File: src/rtl/reg_attr_filter.sv
`timescale 1ns/1ps
module reg_attr_filter #(
  parameter int NGRP = 6,
  parameter int DW   = 8,
  localparam int AW  = $clog2(NGRP + 2)
) (
  input  logic          clk_i,
  input  logic          rst_ni,
  input  logic          req_i,
  input  logic          we_i,
  input  logic [AW-1:0] addr_i,
  input  logic [DW-1:0] wdata_i,
  input  logic          sec_i,
  input  logic          priv_i,
  output logic          ack_o,
  output logic          illegal_o,
  output logic [DW-1:0] rdata_o
);
  localparam logic [AW-1:0] SEC_A  = AW'(NGRP);
  localparam logic [AW-1:0] PRIV_A = AW'(NGRP + 1);

  logic [NGRP-1:0]         sec_q, priv_q;
  logic [NGRP-1:0][DW-1:0] grp_q;
  logic [DW-1:0]           rd;
  logic                    wr_q;

  wire             grp_hit = addr_i < SEC_A;
  wire [NGRP-1:0]  sel     = grp_hit ? (NGRP'(1) << addr_i) : '0;
  wire             deny    = |(sel & ((sec_q & {NGRP{~sec_i}}) | (priv_q & {NGRP{~priv_i}})));
  wire [NGRP-1:0]  wmask   = wdata_i[NGRP-1:0];
  wire [NGRP-1:0]  lock    = sec_i ? '0 : sec_q;
  wire             sec_wr  = req_i & we_i & (addr_i == SEC_A);
  wire             priv_wr = req_i & we_i & (addr_i == PRIV_A);
  wire             priv_bad = ~priv_i | (|((wmask ^ priv_q) & lock));
  wire             viol    = req_i & (deny | (sec_wr & ~sec_i) | (priv_wr & priv_bad));

  always_comb begin
    rd = '0;
    if (grp_hit && !deny) begin
      for (int g = 0; g < NGRP; g++)
        if (sel[g]) rd = grp_q[g];
    end else if (addr_i == SEC_A) begin
      rd = DW'(sec_i ? sec_q : '0);
    end else if (addr_i == PRIV_A) begin
      rd = DW'(priv_q & ~lock);
    end
  end

  always_ff @(posedge clk_i or negedge rst_ni) begin
    if (!rst_ni) begin
      sec_q     <= '0;
      priv_q    <= '0;
      grp_q     <= '0;
      ack_o     <= 1'b0;
      illegal_o <= 1'b0;
      rdata_o   <= '0;
      wr_q      <= 1'b0;
    end else begin
      ack_o     <= req_i;
      illegal_o <= viol;
      wr_q      <= req_i & we_i;
      if (req_i && !we_i) rdata_o <= rd;
      if (sec_wr && sec_i) sec_q <= wmask;
      if (priv_wr && priv_i) priv_q <= (priv_q & lock) | (wmask & ~lock);
      if (req_i && we_i && !deny)
        for (int g = 0; g < NGRP; g++)
          if (sel[g]) grp_q[g] <= wdata_i;
    end
  end

  a_r1_reset_open: assert property (@(posedge clk_i) disable iff (!rst_ni)
    $past(!rst_ni) |-> (sec_q == '0 && priv_q == '0));
  a_r2_denied_write_holds: assert property (@(posedge clk_i) disable iff (!rst_ni)
    (req_i && we_i && deny) |=> $stable(grp_q));
  a_r3_denied_read_zero: assert property (@(posedge clk_i) disable iff (!rst_ni)
    (ack_o && illegal_o && !wr_q) |-> rdata_o == '0);
  a_r5_pulse_with_ack: assert property (@(posedge clk_i) disable iff (!rst_ni)
    illegal_o |-> ack_o);
  a_r6_nonsec_sec_write_ignored: assert property (@(posedge clk_i) disable iff (!rst_ni)
    (sec_wr && !sec_i) |=> $stable(sec_q));
  a_r7_unpriv_priv_write_ignored: assert property (@(posedge clk_i) disable iff (!rst_ni)
    (priv_wr && !priv_i) |=> $stable(priv_q));
  a_r8_secure_bits_locked: assert property (@(posedge clk_i) disable iff (!rst_ni)
    (priv_wr && !sec_i) |=> ((priv_q & sec_q) == ($past(priv_q) & sec_q)));
endmodule

File: config.mk
export PLATFORM = sky130hd
export DESIGN_NAME = reg_attr_filter
export DESIGN_NICKNAME = d
export VERILOG_FILES = /design/src/rtl/reg_attr_filter.sv
export SDC_FILE = /design/constraint.sdc
export NUM_CORES = 1
export LEC_CHECK = 0
export BUFFER_PORTS_ARGS = -buffer_cell sky130_fd_sc_hd__buf_4
export CAP_MARGIN = 25
export CORE_MARGIN = 4
export CORE_UTILIZATION = 45
export DETAILED_ROUTE_END_ITERATION = 6
export PLACE_DENSITY = 0.67
export SLEW_MARGIN = 20
export SYNTH_ARGS = -nofsm -noshare
export SYNTH_HDL_FRONTEND = slang
export SYNTH_SLANG_ARGS = --single-unit
export TNS_END_PERCENT = 30
File: constraint.sdc
create_clock -name clk_i -period 1.5 [get_ports clk_i]
set_input_delay 0.3 -clock clk_i [delete_from_list [all_inputs] [get_ports clk_i]]
set_output_delay 0.3 -clock clk_i [all_outputs]
set_load 0.02 [all_outputs]
==> impl_metrics.env <==
export IMPL_power_leakage_nw=2.16
export IMPL_wl_per_cell_um=19.2
export IMPL_internal_power_mw=4.28
export IMPL_synth_nets=297
export IMPL_skew_ps=6.02
export IMPL_area_growth_pct=30.4
export IMPL_pwr_share_comb_pct=25.1
export IMPL_grt_antenna_before_repair=0
export IMPL_worstPathCellList="nand2b_1, a21oi_2, nor4_4, nor2b_4, buf_8, mux2_4"
export IMPL_critical_path_required_ps=1740
export IMPL_worstSkewPairLatency_ps=360
export IMPL_setup_ws_ps=-239
export IMPL_die_area_um2=9480
export IMPL_pin_count=27
export IMPL_clockBufferDepth=2
export IMPL_start_kind="flip-flop"
export IMPL_final_nets=376
export IMPL_cts_tree="built"
export IMPL_port_buffers=26
export IMPL_ff2ff_setup_slack_ps=-240
export IMPL_holdPathEnd="ack_o"
export IMPL_max_freq_ghz=0.575
export IMPL_crit_path_end_kind="flip-flop"
export IMPL_synthCells=280
export IMPL_grt_max_degree=32
export IMPL_worst_slew_pin_slew_ps=473
export IMPL_layout_cells_non_filler=466
export IMPL_vias=2535
export IMPL_power_mw=5.87
export IMPL_drc=0
export IMPL_dr_pass1_iters=4
export IMPL_ir_worst_vdd_mv=0.984
export IMPL_min_period_ps=1740
export IMPL_outcome="finished with violations"
export IMPL_final_cell_area_um2=4690
export IMPL_dp_cells=445
export IMPL_cts_max_level=3
export IMPL_die_w_um=97.3
export IMPL_p_sw_mw=1.58
export IMPL_slowest_delay_ps=400
export IMPL_cap_violations=0
export IMPL_yosys_warnings=0
export IMPL_grt_use_total_pct=19.6
export IMPL_min_path_type="input pin to flip-flop"
export IMPL_drv_slew=0
export IMPL_clock_sinks=70
export IMPL_synthesis_area_um2=3590
export IMPL_powerDensity_nw_per_um2=1250
export IMPL_syn_area_per_cell_um2=12.8
export IMPL_hold_slack_ps=113
export IMPL_wl_um=8930
export IMPL_drive_gt1_share_pct=55.5
export IMPL_netlist_cell_type_count=41
export IMPL_max_slew_margin_pct=68.0
export IMPL_rsz0062_at_grt="yes"
export IMPL_cp_num_buf_inv=1
export IMPL_violations="negative setup slack"
export IMPL_pre_cts_ws_ps=-355
export IMPL_pwr_share_seq_pct=42.9
export IMPL_ys_ff_latch=70
export IMPL_crit_family="simple AND/OR/NAND/NOR gates"
export IMPL_path_depth=6
export IMPL_grt_pass1_vias=2691
export IMPL_drt_iter0_drc=152
export IMPL_final_common_cell="buf_4"
export IMPL_criticalPathCategory="flip-flop to flip-flop"
export IMPL_placed_cell_area_um2=4290
export IMPL_antenna_cells=0
export IMPL_r2r_end="grp_q[29]"
export IMPL_final_cell_mix="buf_4 (80), dfrtp_1 (70), mux2_2 (45), mux2_4 (25), nand2_1 (12)"
export IMPL_ant_nets=0
export IMPL_initial_core_util_pct=46.5
export IMPL_period_share_pct=116
export IMPL_viasPerCell=5.44
export IMPL_synth_async_reset_ratio_pct=100
export IMPL_hp_start="req_i"
export IMPL_clkTransAtPathRegs_ps=80
export IMPL_grt_overflow=0
export IMPL_die_y_um=97.3
export IMPL_power_frac_clock_pct=32.0
export IMPL_core_area_um2=7730
export IMPL_grt_pass1_wl_um=14300
export IMPL_cp_arrival_ps=1980
export IMPL_place_gp_congestion=0.836
export IMPL_r2r_cells=6
export IMPL_cts_root_buf="clkbuf_8"
export IMPL_finalSetupViolCount=33
export IMPL_synth_edf_count=0
export IMPL_worstHoldPathCells=1
export IMPL_sw_frac_of_total_pct=26.9
export IMPL_postSynth_topFlopCell="dfrtp_1"
export IMPL_cts_buffers=9
export IMPL_core_rowCount=32
export IMPL_reg2reg_from="sec_q[2]"
export IMPL_ys_seq_area_share_pct=48.8
export IMPL_hold_viol_final=0
export IMPL_cp_slowest_cell="dfrtp_1"
export IMPL_path_max_fanout=8
export IMPL_dp_hpwl_um=6180
## cell families (layout without fill, tap and decap cells)
family | Yosys count | count (layout) | synth area share (%)
flops | 70 | 70 | 48.8
mux | 82 | 82 | 29.0
simple gates | 60 | 60 | 10.3
compound gates | 41 | 41 | 7.21
buf+inv | 21 | 105 | 3.20
xor+xnor | 6 | 6 | 1.46
## state kept, by name (all words and copies together), names as in the netlist, named ones only
register / count
grp_q: 48
ack_o: 1
illegal_o: 1
sec_q: 6
rdata_o: 8
## worst max-delay path by stage
| stage | startpoint | to | slack [ps] |
|---|---|---|---|
| after floorplan | sec_q[3] | grp_q[24] | -100 |
| after global placement | sec_i | grp_q[30] | -280 |
| after detailed placement | sec_i | grp_q[25] | -360 |
| after CTS | sec_q[2] | grp_q[17] | -210 |
| after global routing | sec_q[2] | grp_q[16] | -290 |
| final | sec_q[2] | grp_q[29] | -240 |
## cell usage after synthesis, drive strengths merged (2+ instances only)
| master | count | area share [%] |
|---|---|---|
| a21oi | 10 | 1.7 |
| xor2 | 4 | 0.98 |
| nor4 | 3 | 0.94 |
| nand2 | 14 | 1.5 |
| nor2 | 8 | 0.84 |
| nor2b | 4 | 0.70 |
| mux4 | 6 | 3.8 |
| a22oi | 8 | 1.7 |
| a31oi | 2 | 0.35 |
| nor3 | 4 | 0.87 |
| nand2b | 15 | 2.8 |
| o211ai | 2 | 0.56 |
| dfrtp | 70 | 49 |
| o22ai | 2 | 0.35 |
| xnor2 | 2 | 0.49 |
| o21ai | 15 | 2.1 |
| mux2i | 6 | 1.7 |
| nor4b | 5 | 1.2 |
| nand3 | 2 | 0.28 |
| buf | 13 | 2.4 |
| clkbuf | 6 | 0.63 |
| mux2 | 70 | 24 |
## per-stage QoR
stage	TNS, ps	util (%)
floorplan	-993	-
global placement	-12260	55.5
detailed placement	-13050	55.5
CTS	-4760	59.7
global route	-8740	60.6
finish	-6760	60.6
## metal layers
layer,global-route usage (%),vias to the layer above,routed length (µm)
met5,0,-,0
met4,7.67,0,179
met3,3.66,13,436
met2,31.8,61,4410
met1,26.0,1288,3900
li1,-,1173,-
## area by class of cell
class | count | area (µm²)
inverter | 2 | 12.5
multi-input combinational | 189 | 1850
clock inverter | 5 | 106
sequential | 70 | 1750
fill | 605 | 3040
clock buffer | 11 | 131
timing repair buffer | 87 | 708
tap | 102 | 128
## power by group through the flow
stage / clock (mW) / sequential [mW] / combinational (mW)
after detailed placement: 0 / 2.54 / 1.36
after CTS: 1.89 / 2.51 / 1.41
after floorplan: 0 / 2.54 / 0.809
after global placement: 0 / 2.53 / 1.32
after global routing: 1.98 / 2.56 / 1.60
final: 1.88 / 2.51 / 1.47
## repair_timing
| item | CTS | global route |
|---|---|---|
| hold endpoints to repair | 23 | 0 |
| resized for setup | 20 | 22 |
| pin swaps | 9 | 3 |
| hold buffers | 1 | 0 |
| gates cloned | 0 | 0 |
| setup endpoints to repair | 41 | 44 |
| buffers inserted | 5 | 1 |
Note: power is estimated with default switching activity, not from simulation.
